$ cat config.mk
export PLATFORM = sky130hd
export DESIGN_NAME = aes_round_front
export DESIGN_NICKNAME = d
export VERILOG_FILES = /design/src/rtl/aesfe_pkg.sv /design/src/rtl/aesfe_sbox_engine.sv /design/src/rtl/aesfe_ptr_seq.sv /design/src/rtl/aesfe_ctrl.sv /design/src/rtl/aes_round_front.sv
export SDC_FILE = /design/constraint.sdc
export NUM_CORES = 1
export LEC_CHECK = 0
export ABC_AREA = 1
export CAP_MARGIN = 5
export CORE_UTILIZATION = 33
export DETAILED_ROUTE_END_ITERATION = 10
export HOLD_SLACK_MARGIN = 0.12
export PLACE_DENSITY_LB_ADDON = 0.05
export SLEW_MARGIN = 5
export SYNTH_ARGS = -nofsm -noshare
export SYNTH_HDL_FRONTEND = slang
export SYNTH_HIERARCHICAL = 1
export SYNTH_SLANG_ARGS = --single-unit
export TNS_END_PERCENT = 10
$ cat constraint.sdc
create_clock -name clk -period 2.8 [get_ports clk]
set_clock_uncertainty 0.1 [all_clocks]
set_input_delay 0.28 -clock clk [delete_from_list [all_inputs] [get_ports clk]]
set_output_delay 0.28 -clock clk [all_outputs]
set_load 0.005 [all_outputs]
$ cat src/rtl/aesfe_pkg.sv
package aesfe_pkg;
   localparam int BYTE_W   = 8;
   localparam logic [BYTE_W-1:0] FIELD_RED = 8'h1B;   // x^8 = x^4+x^3+x+1
   localparam logic [BYTE_W-1:0] FWD_MASK  = 8'h1F;   // rotations 0..4
   localparam logic [BYTE_W-1:0] FWD_CONST = 8'h63;
   localparam logic [BYTE_W-1:0] INV_MASK  = 8'h4A;   // rotations 1,3,6
   localparam logic [BYTE_W-1:0] INV_CONST = 8'h05;

   // product in GF(2^8) by shift-and-add with reduction
   function automatic logic [BYTE_W-1:0] gf_mul(input logic [BYTE_W-1:0] a,
                                                input logic [BYTE_W-1:0] b);
      logic [BYTE_W-1:0] acc;
      logic [BYTE_W-1:0] sh;
      acc = '0;
      sh  = a;
      for (int j = 0; j < BYTE_W; j++) begin
         if (b[j]) acc = acc ^ sh;
         sh = sh[BYTE_W-1] ? ({sh[BYTE_W-2:0], 1'b0} ^ FIELD_RED)
                           : {sh[BYTE_W-2:0], 1'b0};
      end
      return acc;
   endfunction

   // product in the ring modulo x^8+1: XOR of rotations chosen by mask
   function automatic logic [BYTE_W-1:0] ring_mul(input logic [BYTE_W-1:0] b,
                                                  input logic [BYTE_W-1:0] m);
      logic [BYTE_W-1:0] acc;
      logic [BYTE_W-1:0] rot;
      acc = '0;
      rot = b;
      for (int j = 0; j < BYTE_W; j++) begin
         if (m[j]) acc = acc ^ rot;
         rot = {rot[BYTE_W-2:0], rot[BYTE_W-1]};
      end
      return acc;
   endfunction
endpackage

$ cat src/rtl/aesfe_sbox_engine.sv
module aesfe_sbox_engine
   import aesfe_pkg::*;
#(
   parameter int  BW               = BYTE_W,
   parameter bit  DEDICATED_SQUARE = 1'b0
)(
   input  logic          clk,
   input  logic          rst_n,
   input  logic          go,
   input  logic          inv,
   input  logic [BW-1:0] din,
   output logic [BW-1:0] dout,
   output logic          done,
   output logic          busy
);
   localparam int STEPS = 2 * (BW - 1);           // x^254 by square-and-multiply
   localparam int CW    = $clog2(STEPS + 1);

   generate
      if (BW != 8) begin : g_bad_width
         $error("aesfe_sbox_engine: byte width must be 8");
      end
   endgenerate

   logic [BW-1:0] base_q, acc_q, step_val, pre_val;
   logic [CW-1:0] cnt_q;
   logic          run_q, inv_q;

   assign pre_val = inv ? (ring_mul(din, INV_MASK) ^ INV_CONST) : din;

   generate
      if (DEDICATED_SQUARE) begin : g_split
         logic [BW-1:0] sq_val, mx_val;
         assign sq_val   = gf_mul(acc_q, acc_q);
         assign mx_val   = gf_mul(acc_q, base_q);
         assign step_val = cnt_q[0] ? sq_val : mx_val;
      end else begin : g_shared
         assign step_val = gf_mul(acc_q, cnt_q[0] ? acc_q : base_q);
      end
   endgenerate

   always_ff @(posedge clk or negedge rst_n) begin
      if (!rst_n) begin
         base_q <= '0;
         acc_q  <= '0;
         cnt_q  <= '0;
         run_q  <= 1'b0;
         inv_q  <= 1'b0;
         dout   <= '0;
         done   <= 1'b0;
      end else begin
         done <= 1'b0;
         if (go && !run_q) begin
            base_q <= pre_val;
            acc_q  <= {{(BW-1){1'b0}}, 1'b1};
            cnt_q  <= '0;
            run_q  <= 1'b1;
            inv_q  <= inv;
         end else if (run_q) begin
            acc_q <= step_val;
            cnt_q <= cnt_q + 1'b1;
            if (cnt_q == CW'(STEPS - 1)) begin
               run_q <= 1'b0;
               done  <= 1'b1;
               dout  <= inv_q ? step_val
                              : (ring_mul(step_val, FWD_MASK) ^ FWD_CONST);
            end
         end
      end
   end

   assign busy = run_q;
endmodule

$ cat src/rtl/aesfe_ptr_seq.sv
module aesfe_ptr_seq #(
   parameter int NB = 16
)(
   input  logic                   clk,
   input  logic                   rst_n,
   input  logic                   clr,
   input  logic                   adv,
   input  logic                   inv,
   output logic [$clog2(NB)-1:0]  rd_idx,
   output logic [$clog2(NB)-1:0]  wr_idx,
   output logic                   last
);
   localparam int IW       = $clog2(NB);
   localparam int ROWS     = 4;
   localparam int COLS     = NB / ROWS;
   localparam int FWD_STEP = NB - COLS + 1;   // 13 for a 4x4 state
   localparam int INV_STEP = COLS + 1;        // 5 for a 4x4 state

   generate
      if ((NB & (NB - 1)) != 0 || NB != ROWS * ROWS) begin : g_bad_nb
         $error("aesfe_ptr_seq: state must be 4x4 bytes");
      end
   endgenerate

   logic [IW-1:0] stride;
   assign stride = inv ? IW'(INV_STEP) : IW'(FWD_STEP);

   always_ff @(posedge clk or negedge rst_n) begin
      if (!rst_n) begin
         rd_idx <= '0;
         wr_idx <= '0;
      end else if (clr) begin
         rd_idx <= '0;
         wr_idx <= '0;
      end else if (adv) begin
         rd_idx <= rd_idx + 1'b1;
         wr_idx <= wr_idx + stride;     // wraps modulo NB
      end
   end

   assign last = (rd_idx == IW'(NB - 1));
endmodule

$ cat src/rtl/aesfe_ctrl.sv
module aesfe_ctrl (
   input  logic clk,
   input  logic rst_n,
   input  logic start,
   input  logic sb_done,
   input  logic sb_busy,
   input  logic last,
   output logic accept,
   output logic sb_go,
   output logic wr_en,
   output logic busy,
   output logic done
);
   typedef enum logic [1:0] {S_IDLE, S_ISSUE, S_WAIT} ctrl_e;
   ctrl_e state_q, state_d;

   always_comb begin
      state_d = state_q;
      accept  = 1'b0;
      sb_go   = 1'b0;
      wr_en   = 1'b0;
      unique case (state_q)
         S_IDLE: if (start) begin
            accept  = 1'b1;
            state_d = S_ISSUE;
         end
         S_ISSUE: if (!sb_busy) begin
            sb_go   = 1'b1;
            state_d = S_WAIT;
         end
         S_WAIT: if (sb_done) begin
            wr_en   = 1'b1;
            state_d = last ? S_IDLE : S_ISSUE;
         end
         default: state_d = S_IDLE;
      endcase
   end

   always_ff @(posedge clk or negedge rst_n) begin
      if (!rst_n) begin
         state_q <= S_IDLE;
         done    <= 1'b0;
      end else begin
         state_q <= state_d;
         done    <= wr_en && last;
      end
   end

   assign busy = (state_q != S_IDLE);
endmodule

$ cat src/rtl/aes_round_front.sv
module aes_round_front
   import aesfe_pkg::*;
#(
   parameter int NB          = 16,
   parameter int BW          = BYTE_W,
   parameter bit FAST_SQUARE = 1'b0
)(
   input  logic              clk,
   input  logic              rst_n,
   input  logic              start,
   input  logic              decrypt,
   input  logic [NB*BW-1:0]  state_in,
   input  logic [NB*BW-1:0]  key_in,
   output logic [NB*BW-1:0]  result,
   output logic              busy,
   output logic              done
);
   localparam int SW = NB * BW;
   localparam int IW = $clog2(NB);

   generate
      if (NB != 16 || BW != 8) begin : g_bad_cfg
         $error("aes_round_front: requires 16 bytes of 8 bits");
      end
   endgenerate

   logic [SW-1:0] st_q, key_q;
   logic          inv_q;
   logic [BW-1:0] st_b  [NB];
   logic [BW-1:0] key_b [NB];
   logic [BW-1:0] res_b [NB];

   logic          accept, sb_go, sb_done, sb_busy, wr_en, last;
   logic [IW-1:0] rd_idx, wr_idx;
   logic [BW-1:0] sb_in, sb_out, wr_byte;

   always_ff @(posedge clk or negedge rst_n) begin
      if (!rst_n) begin
         st_q  <= '0;
         key_q <= '0;
         inv_q <= 1'b0;
      end else if (accept) begin
         st_q  <= state_in;
         key_q <= key_in;
         inv_q <= decrypt;
      end
   end

   generate
      for (genvar i = 0; i < NB; i++) begin : g_byte
         assign st_b[i]  = st_q [SW-1-i*BW -: BW];
         assign key_b[i] = key_q[SW-1-i*BW -: BW];
         always_ff @(posedge clk or negedge rst_n) begin
            if (!rst_n)                             res_b[i] <= '0;
            else if (wr_en && wr_idx == IW'(i))     res_b[i] <= wr_byte;
         end
         assign result[SW-1-i*BW -: BW] = res_b[i];
      end
   endgenerate

   // forward: key added before substitution at the source index
   assign sb_in   = inv_q ? st_b[rd_idx] : (st_b[rd_idx] ^ key_b[rd_idx]);
   // inverse: key added after substitution at the destination index
   assign wr_byte = inv_q ? (sb_out ^ key_b[wr_idx]) : sb_out;

   aesfe_ctrl u_ctrl (
      .clk     (clk),
      .rst_n   (rst_n),
      .start   (start),
      .sb_done (sb_done),
      .sb_busy (sb_busy),
      .last    (last),
      .accept  (accept),
      .sb_go   (sb_go),
      .wr_en   (wr_en),
      .busy    (busy),
      .done    (done)
   );

   aesfe_ptr_seq #(.NB(NB)) u_ptr (
      .clk    (clk),
      .rst_n  (rst_n),
      .clr    (accept),
      .adv    (wr_en),
      .inv    (inv_q),
      .rd_idx (rd_idx),
      .wr_idx (wr_idx),
      .last   (last)
   );

   aesfe_sbox_engine #(.BW(BW), .DEDICATED_SQUARE(FAST_SQUARE)) u_sbox (
      .clk   (clk),
      .rst_n (rst_n),
      .go    (sb_go),
      .inv   (inv_q),
      .din   (sb_in),
      .dout  (sb_out),
      .done  (sb_done),
      .busy  (sb_busy)
   );
endmodule

Word-level counts from Yosys, hierarchy flattened
Cells that the tools add are included.
{ "word_totals": {"regBits": 427, "wordCells": 180, "input_bits": 260, "output_inout_bits": 130} }
{ "op_classes": {"muxes": 70, "eq_ne": 22, "addsub": 3, "reduce_logical": 26, "magnitude_cmp": 2, "bitwise_logic": 27} }
{ "op_table": {"columns": ["op", "n"], "rows": [
  ["8-bit 2-to-1 mux", 36],
  ["8-bit XOR", 15],
  ["8-bit binary-select mux with 4-bit select", 3],
  ["4-bit equality test (second input constant)", 10],
  ["5-bit 2-to-1 mux", 7],
  ["4-bit NOT", 8],
  ["4-bit 2-to-1 mux", 7],
  ["1-bit logical AND", 18],
  ["4-bit by 3-bit equality test with 1-bit output (second input constant)", 4],
  ["1-bit 2-to-1 mux", 13],
  ["5-bit greater-or-equal comparator (second input constant)", 2],
  ["4-bit NOT with 5-bit output", 2],
  ["4-bit by 1-bit adder with 4-bit output (second input constant)", 2],
  ["4-bit by 2-bit equality test with 1-bit output (second input constant)", 2],
  ["2-bit 2-to-1 mux", 3],
  ["2-bit one-hot mux with 3 select lines", 1],
  ["3-bit AND reduction", 2],
  ["2-bit nonzero test", 3],
  ["4-bit adder", 1],
  ["4-bit by 1-bit equality test with 1-bit output (second input constant)", 1],
  ["4-bit logical NOT", 1],
  ["2-bit inequality test (second input constant)", 2],
  ["2-bit by 1-bit equality test with 1-bit output (second input constant)", 1],
  ["2-bit equality test (second input constant)", 1],
  ["other kinds (5)", 5]
]} }

Longest topological paths before layout
{ "depth": {"word_depth": 37, "mapped_depth": 24, "mapped_depth_nobuf": 23} }

Modules after synthesis
Netlist, hierarchy kept.
{ "modules_own_cells": {"columns": ["mod", "area_each_um2", "cells_each", "n_inst", "seq_area_each_um2"], "rows": [
  ["aes_round_front", 18565.3, 2293, 1, 9634.2],
  ["aesfe_sbox_engine", 3739.8, 641, 1, 775.7],
  ["aesfe_ptr_seq", 454.2, 53, 1, 200.2],
  ["aesfe_ctrl", 171.4, 24, 1, 75.1]
]} }

Worst setup path before layout
OpenSTA, ideal clock, no wires.
{ "synth_path": {"path_type": "register -> register", "start": "register u_ctrl.state_q[1]", "end": "register key_q[0] (netlist: key_b[0])", "stages_incl_launch_ff": 9, "path_buffers": 4, "setup_ns": 0.125, "arrival_time_ns": 2.154, "synth_period_minus_slack_ns": 2.379, "path_slack_ns": 0.421, "t_required_ns": 2.575, "cell_sequence": "dfrtp_1 > nor2_1 > inv_1 > nor2_1 > buf_2 > buf_2 > clkbuf_1 > buf_2 > mux2_2"} }
{ "synth_between": {"elab_chain_len": 2} }
{ "synth_lines": {"columns": ["item", "line_no", "text"], "rows": [
  ["start: declaration", "aesfe_ctrl.sv:15", "ctrl_e state_q, state_d;"],
  ["start signal: assignment", "aesfe_ctrl.sv:44", "state_q <= state_d;"],
  ["2-bit logical NOT", "aesfe_ctrl.sv:22", "unique case (state_q)"],
  ["1-bit 2-to-1 mux", "aesfe_ctrl.sv:22", null],
  ["net accept", "aes_round_front.sv:33", "logic accept, sb_go, sb_done, sb_busy, wr_en, last;"],
  ["end signal: assignment", "aes_round_front.sv:44", "key_q <= key_in;"],
  ["end: declaration", "aes_round_front.sv:27", "logic [SW-1:0] st_q, key_q;"]
]} }
The timed path passes the listed nets, and every way through them passes these cells.
A chain may end at the register's enable or synchronous reset.

Final worst setup path
{ "layout_path": {"start": "register u_ptr.rd_idx[0]", "end": "register u_sbox.base_q[5]"} }
{ "layout_between": {"elab_cells_between_ends": 12, "classes_between": "mux: 8; bitwise: 4"} }
{ "layout_lines": {"columns": ["item", "line_no", "text"], "rows": [
  ["start: declaration", "aesfe_ptr_seq.sv:9", "output logic [$clog2(NB)-1:0] rd_idx,"],
  ["start signal: assignment", "aesfe_ptr_seq.sv:36", "rd_idx <= rd_idx + 1'b1;"],
  ["4-bit NOT with 5-bit output (implied by the code) (*)", "aes_round_front.sv:62", "assign sb_in = inv_q ? st_b[rd_idx] : (st_b[rd_idx] ^ key_b[rd_idx]);"],
  ["8-bit binary-select mux with 4-bit select", "aes_round_front.sv:62", null],
  ["8-bit 2-to-1 mux (implied by the code) (2 in series)", "aes_round_front.sv:62", null],
  ["8-bit XOR", "aes_round_front.sv:62", null],
  ["8-bit 2-to-1 mux (*)", "aes_round_front.sv:62", null],
  ["net sb_in[7]", "aes_round_front.sv:35", "logic [BW-1:0] sb_in, sb_out, wr_byte;"],
  ["8-bit XOR (*)", "aesfe_pkg.sv:32", "if (m[j]) acc = acc ^ rot;"],
  ["8-bit 2-to-1 mux (*)", "aesfe_sbox_engine.sv:29", "assign pre_val = inv ? (ring_mul(din, INV_MASK) ^ INV_CONST) : din;"],
  ["end signal: assignment", "aesfe_sbox_engine.sv:54", "base_q <= pre_val;"],
  ["end: declaration", "aesfe_sbox_engine.sv:25", "logic [BW-1:0] base_q, acc_q, step_val, pre_val;"]
]} }
The timed path passes the listed nets; every way through them passes the cells marked *. The select of a mux whose other input is x is not followed.

==> implementation parameters <==
Parameter                              Value

Logic synthesis
  FFs w/ async S/R, synth ... 1.00
  Cell with the most instances after synthesis ... sky130_fd_sc_hd__nand2_1
  Portion of netlist area occupied by mux cells ... 0.0535
  Cell count after synthesis ... roughly 3000
  Most numerous cell types in the synthesized netlist ... sky130_fd_sc_hd__nand2_1, sky130_fd_sc_hd__dfrtp_1, sky130_fd_sc_hd__o21ai_0
  Number of synthesized flops with an enable pin ... 0
  Simple-gate share of the synthesized area ... 0.277
  Seq/Total Area, Yosys ... 0.466
  Post-Synth Adder-Cell Area ... 0.00218
  Post-synthesis compound-gate area fraction ... 0.111
  Number of distinct standard cells referenced by the synthesized netlist ... 43
  Post-synthesis sequential element count ... approximately 430
  Combinational family with the most area after synthesis ... simple AND/OR/NAND/NOR gates
  Most used flip-flop cell after synthesis ... sky130_fd_sc_hd__dfrtp_1
  Nets in the synthesized netlist ... approximately 3300
  Yosys warning count ... 6
  Post-synthesis cell type with the largest combined area ... sky130_fd_sc_hd__dfrtp_1
  XOR/XNOR Fraction of Synth Area ... 0.00649
  Portion of synthesized cell area occupied by the leading cell type ... 0.466
  Avg Inst Size Synth ... 7.62 um2
  Main area contributors after synthesis ... sky130_fd_sc_hd__dfrtp_1, sky130_fd_sc_hd__nand2_1, sky130_fd_sc_hd__o21ai_0
  Post-synthesis instance area ... around 23000 um2

Min path
  Worst hold-check path type ... input pin to flip-flop
  Worst hold path depth ... 3

Global route
  GRT Util Overall ... 0.233
  Grt ovf ... 0
  Antenna violations before repair ... 15
  Pin count of the biggest net entering global routing ... slightly above 90
  Global-route wire length before repair ... between 100000 and 150000 um
  Number of global-route vias before repair ... 21000

Placement
  Final weighted congestion in routability-driven placement ... about 0.89
  HPWL after detailed placement ... between 60000 and 70000 um
  IO Port Bufs ... 389
  Pre-CTS setup slack ... 0.0474 ns

CTS
  Buffer depth of the longest clock path ... 3
  CTS H-tree depth ... 2
  Number of clock buffers inserted by TritonCTS ... 50
  CTS tree ... yes
  Number of clock sinks ... ~430
  Clock insertion delay at the later pin of the skew report ... 0.60 ns
  Root cell of the clock tree ... sky130_fd_sc_hd__clkbuf_16
  Clock transition at the registers of the reported paths ... ~0.060 ns

Detailed routing
  DRC ... 0
  Via-per-instance ratio ... between 4 and 5
  Residual antenna-violating net count after detailed routing ... 0
  WL final ... 85200 um
  DRC violation total after the first TritonRoute iteration ... between 1500 and 2000
  Average detailed-routed wire length per instance ... roughly 19 um
  Initial DRT Pass Iterations ... 5
  Via count ... approximately 22000

Finish
  Utilization after layout ... 0.450
  Multi-input gate area in the final layout ... around 11000 um2
  Layout fillers ... about 6900
  Total Nets Final ... approximately 3700
  Ratio of cells with drive above 1 in the final layout ... 0.160
  P&R area growth vs syn ... 34.7%
  Number of antenna cells inserted ... 0
  Register area ... 10700 um2

Timing
  Slew Limit Fails ... 0
  Final min period ... roughly 2.7 ns
  Hold Fails Final Rpt ... 0
  Unrepaired setup endpoints after global routing ... true
  Relative max-transition margin ... 0.477
  Crit path setup slack, layout ... between 0.09 and 0.1 ns
  Top achievable clock speed ... 0.369 GHz
  Fin crit share ... 0.967
  Finish-stage setup viols ... 0
  Slew at the pin with the worst max-slew slack ... between 0.7 and 0.8 ns

Floorplanning
  Area of the core ... 68700 um2
  Number of core rows ... between 90 and 100
  Die outline height ... about 270 um
  X dimension of the die ... about 270 um
  Starting Density ... 0.334
  Die area ... just over 70000 um2
  Ports placed on the boundary ... 390

Power and ir drop
  Lkg Pwr ... around 0.015 uW
  Combinational group share of total power ... 0.581
  Power spent charging and discharging nets ... around 18000 uW
  Clock power frac ... 0.169
  Power Internal ... 21000 uW
  Cell area power density ... around 1200 nW/um2
  Part of the power in registers ... 0.251
  Largest vdd supply drop ... approximately 1.2 mV
  Sw frac ... 0.455

Setup path
  Endpoint kind of the worst setup timing path ... flip-flop
  Peak per-stage delay on the critical path ... ~0.55 ns
  R2R depth ... 14
  Max Fanout on Critical Path ... 19
  Setup Crit Path Kind ... flip-flop to flip-flop
  Cell occurring most often along the worst timing path ... sky130_fd_sc_hd__nand2_1
  Instance count on the critical path ... 14
  Count of buffering cells on the critical path with inverters included ... 3
  CP Cell Sequence ... buf_4, clkbuf_16, o21ai_0, nand3_1, nand3_1, nand2_2, nand2_1, nand2_1, nand2_1, inv_2, xor2_2, xor2_1, o21ai_0, o22ai_1
  Critical path required time ... 3.15 ns
  Setup crit start kind ... flip-flop
  Signal arrival time at the worst endpoint ... between 3 and 4 ns
  Cell with the largest stage delay on the worst path ... sky130_fd_sc_hd__dfrtp_4
  Gate family responsible for the most delay along the worst path ... simple AND/OR/NAND/NOR gates

Run status
  Result of the run ... completed

Job
  Max-cap violation count ... 0
## what timing repair did
item,4_1_cts,5_1_grt
buffers inserted,0,16
endpoints found under the setup margin,0,18
hold buffers,4,0
resized for setup,0,149
endpoints found under the hold margin,428,0
## cells in the final DEF, fill, tap and decap left out, drive strengths merged, types with 2 or more instances in the layout
cell type,count
nor3,3
buf,146
mux2,109
xnor2,7
o22ai,14
nand3b,8
dfrtp,427
xor2,10
dlygate4sd3,4
nand3,225
nand2,1209
clkinv,20
clkinvlp,2
o211ai,7
nand4,4
a22o,2
ha,4
o21ai,326
nor2,78
bufinv,2
o21bai,2
clkdlybuf4s50,388
clkbuf,76
a21oi,133
inv,288
## layer usage
metal  track usage  wire length (um)  vias to the layer above  share of wire
met5             0               193                        -         0.0023
met1         0.312             37900                    10300           0.45
met3        0.0401              4590                      143          0.054
met2         0.389             40300                      646           0.47
met4        0.0618              2180                       30          0.026
li1              -                 -                    10500              -
## final timing paths
check,start,to,slack [ns]
setup / recovery,u_ptr/rd_idx[0],u_sbox/base_q[5],0.09
hold / removal,state_in[113],st_b[113],0.15
setup reg to reg,u_ptr/rd_idx[0],u_sbox/base_q[5],0.09
hold reg to reg,result[29],result[29],0.38
max in group asynchronous,rst_n,result[25],1.07
min in group asynchronous,rst_n,result[80],0.65
## state kept, by name (all words and copies together), names as in the netlist
register	count
key_b	128
result	128
st_b	128
u_sbox/acc_q	8
u_sbox/base_q	8
u_sbox/dout	8
u_ptr/rd_idx	4
u_ptr/wr_idx	4
u_sbox/cnt_q	4
u_ctrl/state_q	2
inv_q	1
u_ctrl/done	1
u_sbox/busy	1
u_sbox/done	1
u_sbox/inv_q	1
## worst register-to-register path: cells and delay by family, from the launching register on
family	cells	cell delay, ns
compound gates	3	0.43
xor+xnor	2	0.36
buf+inv	3	0.45
flops	1	0.55
simple gates	6	0.69
## kinds of logic after synthesis
logic type,count (synthesis)
AND/OR/NAND/NOR,1527
AO/OA/AOI/OAI,487
buffers and inverters,440
flip-flops,427
multiplexers,109
XOR/XNOR,17
adder cells (fa/ha/maj),4
## power groups by stage
stage	Combinational, uW	Clock (uW)	Sequential, uW
after floorplan	13100	0	9190
after global placement	19800	0	9690
after detailed placement	20000	0	9740
after CTS	20100	6660	9650
after global routing	24700	6910	9900
final	22300	6490	9640
## area by class of cell
type                    instances  share of cell area
clock buffers                  71              0.0473
clock inverters                16             0.00486
inverters                     296              0.0371
multi-input cells            2145               0.348
flip-flops and latches        427               0.346
well taps                     931              0.0377
repair buffers                543               0.178
## per-stage QoR
stage,hold slack [ns],instance area (um2),TNS [ns],total power (uW),std cells
final,0.150,30900,0,38500,4429
after global routing,0.158,30900,-0.0876,41500,4429
after CTS,0.123,30100,0,36400,4406
after detailed placement,0.151,28500,0,29700,4315
after global placement,0.148,28500,0,29500,4315
after floorplan,-0.116,22900,0,22300,3011
(Power assumes the default switching activity.)
